[src/rtl/mm_pkg.sv]
package mm_pkg;

  typedef enum logic [2:0] {
    OP_MUL8U  = 3'd0,
    OP_MUL16S = 3'd1,
    OP_MUL16U = 3'd2,
    OP_MACS   = 3'd3,
    OP_MACU   = 3'd4
  } mm_op_e;

  // strobes from control to datapath
  typedef struct packed {
    logic fire;        // operation accepted this cycle
    logic selByte;     // byte operands, zero-extended
    logic signedMode;  // sign-extend halfword operands
    logic doAcc;       // add product into accumulator
  } mm_ctl_t;

endpackage

[src/rtl/mm_ctrl.sv]
module mm_ctrl
  import mm_pkg::*;
(
  input  logic        clk,
  input  logic        rst_n,
  input  logic        inValid,
  input  logic [2:0]  inOp,
  input  logic        accWrEn,
  output mm_ctl_t     ctl
);

  logic legalOp;
  logic isAcc;

  always_comb begin
    legalOp = 1'b1;
    isAcc   = 1'b0;
    ctl     = '0;
    unique case (inOp)
      OP_MUL8U:  ctl.selByte = 1'b1;
      OP_MUL16S: ctl.signedMode = 1'b1;
      OP_MUL16U: ;
      OP_MACS: begin
        ctl.signedMode = 1'b1;
        isAcc = 1'b1;
      end
      OP_MACU:   isAcc = 1'b1;
      default:   legalOp = 1'b0;
    endcase
    ctl.doAcc = isAcc;
    // load port has priority over a colliding accumulate
    ctl.fire  = inValid && legalOp && !(isAcc && accWrEn);
  end


  illegal_op_chk: assert property (@(posedge clk) disable iff (!rst_n)
    (inOp > 3'd4) |-> !ctl.fire);


  load_collision_chk: assert property (@(posedge clk) disable iff (!rst_n)
    (accWrEn && ctl.doAcc) |-> !ctl.fire);

endmodule

[src/rtl/mm_datapath.sv]
module mm_datapath
  import mm_pkg::*;
#(
  parameter int HALF_W = 16,
  parameter int BYTE_W = 8
) (
  input  logic                 clk,
  input  logic                 rst_n,
  input  mm_ctl_t              ctl,
  input  logic [HALF_W-1:0]    opA,
  input  logic [HALF_W-1:0]    opB,
  input  logic                 accWrEn,
  input  logic [2*HALF_W-1:0]  accWrData,
  output logic [2*HALF_W-1:0]  accRdData,
  output logic                 outValid,
  output logic [HALF_W-1:0]    outHi,
  output logic [HALF_W-1:0]    outLo,
  output logic                 outOverflow,
  output logic                 outCarry
);

  localparam int ACC_W = 2 * HALF_W;
  localparam int EXT_W = HALF_W + 1;
  localparam int PRD_W = 2 * EXT_W;

  logic [EXT_W-1:0]        extA, extB;
  logic signed [PRD_W-1:0] wideA, wideB, wideProd;
  logic [ACC_W-1:0]        product;
  logic [ACC_W:0]          rawSum;
  logic [ACC_W-1:0]        sumVal;
  logic                    sumOvf;
  logic [ACC_W-1:0]        accReg;

  // operand extension
  always_comb begin
    if (ctl.selByte) begin
      extA = EXT_W'(opA[BYTE_W-1:0]);
      extB = EXT_W'(opB[BYTE_W-1:0]);
    end else begin
      extA = {ctl.signedMode & opA[HALF_W-1], opA};
      extB = {ctl.signedMode & opB[HALF_W-1], opB};
    end
    wideA    = PRD_W'($signed(extA));
    wideB    = PRD_W'($signed(extB));
    wideProd = wideA * wideB;
    product  = wideProd[ACC_W-1:0];
  end

  // accumulation
  always_comb begin
    rawSum = {1'b0, accReg} + {1'b0, product};
    sumVal = rawSum[ACC_W-1:0];
    sumOvf = (accReg[ACC_W-1] == product[ACC_W-1]) &&
             (sumVal[ACC_W-1] != accReg[ACC_W-1]);
  end

  always_ff @(posedge clk or negedge rst_n) begin
    if (!rst_n) begin
      accReg <= '0;
    end else if (accWrEn) begin
      accReg <= accWrData;
    end else if (ctl.fire && ctl.doAcc) begin
      accReg <= sumVal;
    end
  end

  always_ff @(posedge clk or negedge rst_n) begin
    if (!rst_n) begin
      outValid    <= 1'b0;
      outHi       <= '0;
      outLo       <= '0;
      outOverflow <= 1'b0;
      outCarry    <= 1'b0;
    end else begin
      outValid <= ctl.fire;
      if (ctl.fire) begin
        {outHi, outLo} <= ctl.doAcc ? sumVal : product;
        outOverflow    <= ctl.doAcc && ctl.signedMode && sumOvf;
        outCarry       <= ctl.doAcc && !ctl.signedMode && rawSum[ACC_W];
      end
    end
  end

  assign accRdData = accReg;


  carry_wrap_chk: assert property (@(posedge clk) disable iff (!rst_n)
    (ctl.fire && ctl.doAcc && !ctl.signedMode) |=>
      (outCarry == (accReg < $past(accReg))));


  overflow_sign_chk: assert property (@(posedge clk) disable iff (!rst_n)
    (outValid && outOverflow) |-> (accReg[ACC_W-1] != $past(accReg[ACC_W-1])));


  acc_load_chk: assert property (@(posedge clk) disable iff (!rst_n)
    accWrEn |=> (accReg == $past(accWrData)));


  acc_hold_chk: assert property (@(posedge clk) disable iff (!rst_n)
    (!accWrEn && !(ctl.fire && ctl.doAcc)) |=> $stable(accReg));


  flag_excl_chk: assert property (@(posedge clk) disable iff (!rst_n)
    outValid |-> !(outOverflow && outCarry));

endmodule

[src/rtl/mul_mac_unit.sv]
module mul_mac_unit
  import mm_pkg::*;
#(
  parameter int HALF_W = 16,
  parameter int BYTE_W = 8
) (
  input  logic                 clk,
  input  logic                 rst_n,
  input  logic                 inValid,
  input  logic [2:0]           inOp,
  input  logic [HALF_W-1:0]    opA,
  input  logic [HALF_W-1:0]    opB,
  input  logic                 accWrEn,
  input  logic [2*HALF_W-1:0]  accWrData,
  output logic [2*HALF_W-1:0]  accRdData,
  output logic                 outValid,
  output logic [HALF_W-1:0]    outHi,
  output logic [HALF_W-1:0]    outLo,
  output logic                 outOverflow,
  output logic                 outCarry
);

  mm_ctl_t ctl;

  mm_ctrl u_ctrl (
    .clk     (clk),
    .rst_n   (rst_n),
    .inValid (inValid),
    .inOp    (inOp),
    .accWrEn (accWrEn),
    .ctl     (ctl)
  );

  mm_datapath #(.HALF_W(HALF_W), .BYTE_W(BYTE_W)) u_dp (
    .clk         (clk),
    .rst_n       (rst_n),
    .ctl         (ctl),
    .opA         (opA),
    .opB         (opB),
    .accWrEn     (accWrEn),
    .accWrData   (accWrData),
    .accRdData   (accRdData),
    .outValid    (outValid),
    .outHi       (outHi),
    .outLo       (outLo),
    .outOverflow (outOverflow),
    .outCarry    (outCarry)
  );

endmodule

[config.mk]
export PLATFORM = sky130hd
export DESIGN_NAME = mul_mac_unit
export DESIGN_NICKNAME = d
export VERILOG_FILES = /design/src/rtl/mm_pkg.sv /design/src/rtl/mm_ctrl.sv /design/src/rtl/mm_datapath.sv /design/src/rtl/mul_mac_unit.sv
export SDC_FILE = /design/constraint.sdc
export NUM_CORES = 1
export LEC_CHECK = 0
export ABC_AREA = 1
export CORE_MARGIN = 2
export CORE_UTILIZATION = 60
export CTS_CLUSTER_DIAMETER = 200
export DETAILED_ROUTE_END_ITERATION = 6
export DONT_BUFFER_PORTS = 1
export PLACE_DENSITY = 0.76
export SLEW_MARGIN = 20
export SYNTH_ARGS = -nofsm -noshare
export SYNTH_HDL_FRONTEND = slang
export SYNTH_HIERARCHICAL = 1
export SYNTH_SLANG_ARGS = --single-unit
[constraint.sdc]
create_clock -name clk -period 4.6 [get_ports clk]
set_clock_uncertainty 0.1 [all_clocks]
set_input_delay 0 -clock clk [delete_from_list [all_inputs] [get_ports clk]]
set_output_delay 0 -clock clk [all_outputs]
set_load 0.03 [all_outputs]
## Word level (Yosys, flattened, before mapping)

Cells that the tools add are included.

| word-level totals | value |
|---|---|
| bits in writable memories | 0 |
| bits in latches | 0 |
| memories | 0 |
| bits in registers | 67 |
| word-level logic and storage cells | 41 |
| bits in read-only memories | 0 |
| bits of input ports | 71 |
| output and inout bits | 67 |

| operators by class | value |
|---|---|
| reductions and logical operators | 16 |
| shift-type cells | 0 |
| order comparisons | 0 |
| muxes and demuxes | 9 |
| equality and inequality tests | 6 |
| divide/modulo/power cells | 0 |
| multipliers | 1 |
| $add $sub $neg | 1 |
| bitwise logic cells | 2 |

Operator list:

| kind | number |
|---|---|
| $mux W32 | 3 |
| $mux W17 | 2 |
| $add A32 B32 Y33 | 1 |
| $mul A17 B17 Y32 | 1 |
| $logic_and A1 B1 Y1 | 9 |
| $eq A3 B2 Y1 const B | 2 |
| $reduce_or A5 Y1 | 1 |
| $mux W1 | 4 |
| $reduce_or A2 Y1 | 2 |
| $eq A3 B1 Y1 const B | 1 |
| $eq A3 B3 Y1 const B | 1 |
| $logic_not A3 Y1 | 1 |
| $and A1 B1 Y1 | 2 |
| $logic_not A1 Y1 | 2 |
| $reduce_bool A2 Y1 | 1 |
| $eq A1 B1 Y1 | 1 |
| $ne A1 B1 Y1 | 1 |

## Logic depth before layout (Yosys ltp)

Gate-level depths: netlist (run 1).

| depth | value |
|---|---|
| word-level depth | 10 |
| gate-level depth with buffers | 44 |
| depth with buffers taken out | 43 |

## Modules after synthesis

The synthesis (run 1) kept the hierarchy.

Modules (own cells, without submodules):

| module | area each (µm²) | cells an instance | instances | seq. area each (µm²) |
|---|---|---|---|---|
| mm_datapath | 16059.2 | 2150 | 1 | 1676.6 |
| mm_ctrl | 71.3 | 15 | 1 | 0.0 |

## Worst setup path after synthesis (run 1)

Ideal clock, no wire load.

| timing path | value |
|---|---|
| path type | input -> register |
| start | input port inOp[0] |
| end | register u_dp.outHi[15] |
| library setup time | 117 ps |
| arrival | 6834 ps |
| path slack | -2451 ps |
| path buffers | 1 |
| required time | 4383 ps |
| stages on the path | 36 |
| cell sequence | inv_2 nand2_2 nor2_1 nor2_1 nand2_1 buf_2 nor2_1 fa_1 inv_1 fa_1 inv_1 fa_1 fa_1 fa_1 fa_1 ha_1 nand2_1 nor2_1 inv_1 nor3_1 nand3_1 nand3_1 nand2_1 and2_1 ha_1 nand2_1 inv_1 nand2_1 nor4_2 nand2_2 nand2_2 nand2_1 nand3_1 nand2_1 inv_1 nand2_1 |

RTL lines:

| item | line | text |
|---|---|---|
| start, declared | mul_mac_unit.sv:10 | `input logic [2:0] inOp,` |
| end signal, assigned | mm_datapath.sv:77 | `{outHi, outLo} <= ctl.doAcc ? sumVal : product;` |
| end, declared | mm_datapath.sv:16 | `output logic [HALF_W-1:0] outHi,` |

==> flow_summary.yaml, run 1 <==
run_status:
  status: "complete, but fails checks"
  violations: "design-rule violations, negative setup slack"
placement:
  place.gp.congestion: 1.05
  dp_hpwl_um: 47400
  port-buffer-count: 0
clock_network:
  cts_root_buf: "clkbuf_16"
  cts_buffers: 9
  cts_tree: "done"
  cts.path.max_buffers: 2
  clk_latency_ps: 360
  clk_pin_slew_worst_paths_ps: 70
  htreeDepth: 3
  clock_sinks: 67
floorplanning:
  fp.dieW_um: 168
  ios: 138
  die_h_um: 168
  start_util: 0.605
  dieArea_sq_um: 28200
  core.rowCount: 60
  design.core.area_sq_um: 26700
routing:
  viasPerCell: 6.49
  drtIter0Drc: 3046
  num_vias: 19100
  antenna_left: 0
  first_pass_iters: 7
  drc: 91
  drt-total-wl_um: 81400
  drt-wirelength-per-cell_um: 27.6
sta:
  setup_viol: 54
  hold_viol: 0
  slew_headroom: 0.200
  rsz0062_at_grt: "yes"
  min_period_ps: 7410
  timing.fmax_mhz: 135
  slew_viol_final: 0
  post-route-period-util: 1.61
  layout_setup_ws_ps: -2810
  tightest_slew_ps: 1200
job:
  cap_viol_max_count: 0
synthesis:
  synth_edf_count: 0
  syn-cell-area_sq_um: 16100
  synth_seq_cells: 67
  mappedNetlistNets: 2633
  ys_seq_area_frac: 0.104
  synth_cells: 2165
  async_flop_share: 1.00
  synth_cell_types: 49
  yosys_warnings: 6
  syn_area_per_cell_sq_um: 7.45
  synth_flop_cell: "dfrtp_1"
finish:
  areaGrowthSynthToFinish_pct: 47.2
  final_util: 0.891
  drive_gt1_frac: 0.374
  nets: 3069
setup_path:
  worstSetupPathType: "input port to flip-flop"
  cp.arrival_ps: 7600
  cpMostUsedCell: "nand2_1"
  critPathSlowestCell: "fa_1"
  crit_path_start_kind: "input port"
  cp-startpoint: "inOp[0]"
  worst_ep_required_time_ps: 4780
  crit_buf_inv: 11
  worst_r2r_startpoint: "u_dp/accRdData[2]"
  crit_path_max_incr_delay_ps: 830
  endpoint_kind: "flip-flop"
  critical_path_peak_fanout: 6
  crit_family: "adder cells"
global_routing:
  grt.overflow.total: 0
  grt_pass1_wl_um: 108000
  grt_max_degree: 68
  antenna_found_initial: 3
  grt_pass1_vias: 19300
  gr-usage-all-layers: 0.511
hold_path:
  hp-class: "input port to flip-flop"
  min_from: "accWrEn"
routing by layer:
metal  up-vias  GRT usage  share of wire  wire length, um
met5         -          0         0.0022              180
met4         6      0.364           0.12             9860
met3       895      0.213           0.16            12800
met2      1981      0.795           0.42            34000
met1      8876      0.568           0.30            24500
li1       7378          -              -                -
area by class of cell:
cell class	instances	area (sq um)
multi-input cells	1542	15200
repair buffers	471	4090
fillers	1189	2910
inverters	509	2010
flip-flops and latches	67	1680
well taps	341	427
clock buffers	10	239
clock inverters	6	88.8
diodes	3	7.51
repair inverters	1	3.75
synth_stat cells (3+ instances only):
| master | n | area [sq um] |
|---|---|---|
| nand3_1 | 129 | 646 |
| dfrtp_1 | 67 | 1680 |
| nand4_1 | 13 | 81.3 |
| xor2_2 | 3 | 48.8 |
| xor2_1 | 15 | 131 |
| a21oi_1 | 68 | 340 |
| ha_1 | 114 | 1430 |
| o22ai_1 | 3 | 18.8 |
| nor3_2 | 4 | 40.0 |
| and2_1 | 13 | 81.3 |
| a21o_1 | 6 | 45.0 |
| inv_2 | 8 | 30.0 |
| xnor2_1 | 11 | 96.3 |
| nor3_1 | 7 | 35.0 |
| nor2_2 | 6 | 37.5 |
| o21ai_1 | 10 | 50.1 |
| clkinv_1 | 4 | 15.0 |
| a21oi_2 | 4 | 35.0 |
| o21bai_1 | 6 | 45.0 |
| clkbuf_1 | 41 | 154 |
| nand2_1 | 533 | 2000 |
| o21ai_0 | 29 | 145 |
| fa_1 | 283 | 5670 |
| buf_2 | 3 | 15.0 |
| nand3b_1 | 20 | 150 |
| nand3_2 | 3 | 30.0 |
| o211ai_1 | 19 | 143 |
| inv_1 | 495 | 1860 |
| nand2_2 | 13 | 81.3 |
| nor4_1 | 5 | 31.3 |
| nor2_1 | 204 | 766 |
timing repair:
item | 4_1_cts | 5_1_grt
gates cloned | 2 | 0
pin swaps | 143 | 104
resized for setup | 431 | 191
hold buffers | 52 | 0
setup endpoints to repair | 50 | 52
hold endpoints to repair | 104 | 0
setup buffers | 98 | 38
per-stage QoR:
stage | hold WS [ps] | cells | cell area (sq um) | setup TNS [ps] | setup slack (ps)
final | 73.9 | 2950 | 23700 | -111610 | -2810
after global routing | 76.3 | 2947 | 23700 | -111910 | -2750
after CTS | 32.0 | 2915 | 22700 | -75320 | -1930
after detailed placement | -395 | 2755 | 19400 | -108460 | -2540
after global placement | -394 | 2755 | 19400 | -104870 | -2510
after floorplan | -396 | 2165 | 16900 | -64180 | -1730
layout by cell type, fill, tap and decap left out, types with 11 or more instances in the layout:
cell	n
buf_12	12
a21oi_2	24
inv_4	15
and2_4	12
nand2_4	49
fa_1	262
nand4_1	13
ha_4	49
o21ai_2	11
nand3_2	42
dlygate4sd3_1	51
buf_4	342
o211ai_1	19
nand3b_1	20
a21oi_1	25
nor2_4	46
o21ai_0	12
nand3_1	82
dfrtp_1	67
ha_1	62
nand2_2	63
fa_2	21
nand2_1	427
inv_2	70
nor2_2	38
a21oi_4	23
buf_6	63
nor2_1	128
inv_1	414
worst register-to-register path: cells and delay by family, from the launching register on:
kind | cells | cell delay [ps]
flip-flops | 1 | 520
adder cells (fa/ha/maj) | 1 | 470
AND/OR/NAND/NOR | 6 | 1190
AO/OA/AOI/OAI | 1 | 790
final timing paths:
path / slack (ps) / to / depth (start not counted)
worst max-delay path: -2810 / u_dp/outHi[11] / 38
worst min-delay path: 70 / u_dp/accRdData[14] / 4
worst max register to register: 1360 / u_dp/outHi[5] / 8
worst min register to register: 630 / u_dp/outHi[6] / 2
max in group asynchronous: 3950 / u_dp/outLo[1] / 2
min in group asynchronous: 90 / u_dp/outHi[10] / 2
cell families (layout without fill, tap and decap cells):
kind of cell	after synthesis	count (layout)	share of synthesized area
other	0	3	0
DFF	67	67	0.104
adders and majority gates	397	397	0.440
AOI/OAI and AO/OA	153	153	0.0548
xor gates and xnor gates	29	29	0.0171
buffers and inverters	556	997	0.130
and+or+nand+nor	963	963	0.254
state kept, by name, indices dropped and copies added, names as in the netlist:
name	cells
u_dp/accRdData	32
u_dp/outCarry	1
u_dp/outHi	16
u_dp/outLo	16
u_dp/outOverflow	1
u_dp/outValid	1
Power of run 1 is not shown: default switching activity piles up to over one toggle a cycle in this logic, so the estimate is an artifact.
==> run 2, diff against run 1 <==
--- a/config.mk
+++ b/config.mk
@@ -11,7 +11,7 @@
 export CTS_CLUSTER_DIAMETER = 200
 export DETAILED_ROUTE_END_ITERATION = 6
 export DONT_BUFFER_PORTS = 1
-export PLACE_DENSITY = 0.76
+export PLACE_DENSITY = 0.73
 export SLEW_MARGIN = 20
 export SYNTH_ARGS = -nofsm -noshare
 export SYNTH_HDL_FRONTEND = slang
==> flow_summary.yaml, run 2 (synthesis gave the netlist of run 1 again) <==
global_routing:
  grt_max_degree: 68
  grt_pass1_vias: 17000
  grt_pass1_wl_um: 90400
  gr-usage-all-layers: 0.421
  grt.overflow.total: 0
  antenna_found_initial: 0
floorplanning:
  die_h_um: 168
  start_util: 0.605
  design.core.area_sq_um: 26700
  ios: 138
  dieArea_sq_um: 28200
  core.rowCount: 60
  fp.dieW_um: 168
sta:
  setup_viol: 48
  hold_viol: 1
  min_period_ps: 6890
  layout_setup_ws_ps: -2290
  rsz0062_at_grt: "yes"
  fin_hold_ws_ps: -2.00
  tightest_slew_ps: 977
  slew_viol_final: 0
  slew_headroom: 0.347
  post-route-period-util: 1.50
  timing.fmax_mhz: 145
clock_network:
  cts_root_buf: "clkbuf_16"
  cts_tree: "done"
  htreeDepth: 3
  clock_sinks: 67
  cts_buffers: 9
  clk_pin_slew_worst_paths_ps: 60
  cts.path.max_buffers: 2
  clk_latency_ps: 350
routing:
  num_vias: 17200
  drtIter0Drc: 1758
  first_pass_iters: 6
  viasPerCell: 5.96
  drt-wirelength-per-cell_um: 22.3
  drt-total-wl_um: 64500
  antenna_left: 0
  drc: 0
finish:
  largest_register_ffs: 32
  drive_gt1_frac: 0.335
  final_common_cell: "nand2_1"
  final_cells: 2890
  num_antenna_cells: 0
  final_cell_mix: "nand2_1 (444), inv_1 (429), buf_4 (312), fa_1 (269), nor2_1 (132)"
  areaGrowthSynthToFinish_pct: 41.4
  nets: 3012
setup_path:
  worst_ep_required_time_ps: 4720
  worst_r2r_startpoint: "u_dp/accRdData[7]"
  r2r_end: "u_dp/outHi[5]"
  crit_end: "u_dp/outHi[11]"
  crit_path_start_kind: "input port"
  cp-startpoint: "inOp[1]"
  critical_path_peak_fanout: 8
  cp.arrival_ps: 7020
  reg2reg_depth: 10
  endpoint_kind: "flip-flop"
  crit_path_max_incr_delay_ps: 580
  cpMostUsedCell: "fa_1"
  worstSetupPathType: "input port to flip-flop"
  rrSetupSlack_ps: 1780
  critPathSlowestCell: "fa_1"
run_status:
  status: "complete, but fails checks"
  violations: "negative hold slack, negative setup slack"
placement:
  pre_cts_ws_ps: -2770
  place.gp.congestion: 1.12
  port-buffer-count: 0
  place_inst: 2753
  dp_hpwl_um: 46300
job:
  cap_viol_max_count: 0
hold_path:
  hp-class: "input port to flip-flop"
[run 2: worst min-delay path by stage]
stage	slack (ps)	to	start	cells past startpoint
after global routing	10	u_dp/outCarry	inOp[2]	5
after detailed placement	-390	u_dp/accRdData[25]	rst_n	0
after floorplan	-400	u_dp/accRdData[0]	rst_n	0
final	-2	u_dp/outCarry	inOp[2]	5
after global placement	-390	u_dp/accRdData[25]	rst_n	0
after CTS	4	u_dp/outCarry	inOp[2]	5
[run 2: stage by stage]
step	setup TNS, ps	utilization	hold WS (ps)	cell area, sq um
floorplan	-64180	-	-396	16900
global placement	-105390	0.727	-394	19400
detailed placement	-108850	0.727	-394	19400
CTS	-78780	0.789	4.45	21000
global route	-96510	0.856	13.4	22800
finish	-88720	0.856	-2.00	22800
[run 2: critical path, delay by kind of cell]
family	cells	cell delay, ps
adders and majority gates	8	3730
buffers and inverters	10	1040
and+or+nand+nor	22	2210
[run 2: cell type report]
| cell class | instances | area, sq um |
|---|---|---|
| Multi-Input combinational cell | 1542 | 14900 |
| Fill cell | 1468 | 3850 |
| Timing Repair Buffer | 415 | 3530 |
| Inverter | 509 | 1970 |
| Sequential cell | 67 | 1680 |
| Tap cell | 341 | 427 |
| Clock buffer | 10 | 239 |
| Clock inverter | 6 | 88.8 |
[run 2: metal layers]
metal,vias up,GRT usage,share of wire
li1,7251,-,-
met4,0,0.238,0.080
met5,-,0,0
met3,380,0.114,0.11
met2,1260,0.703,0.47
met1,8346,0.495,0.34
[run 2: what timing repair did]
action / 4_1_cts / 5_1_grt
endpoints found under the setup margin: 50 / 50
hold buffers: 56 / 0
pin swaps: 14 / 117
buffers inserted: 28 / 42
resized for setup: 122 / 372
endpoints found under the hold margin: 104 / 0
Power of run 2 is left out for the same reason.
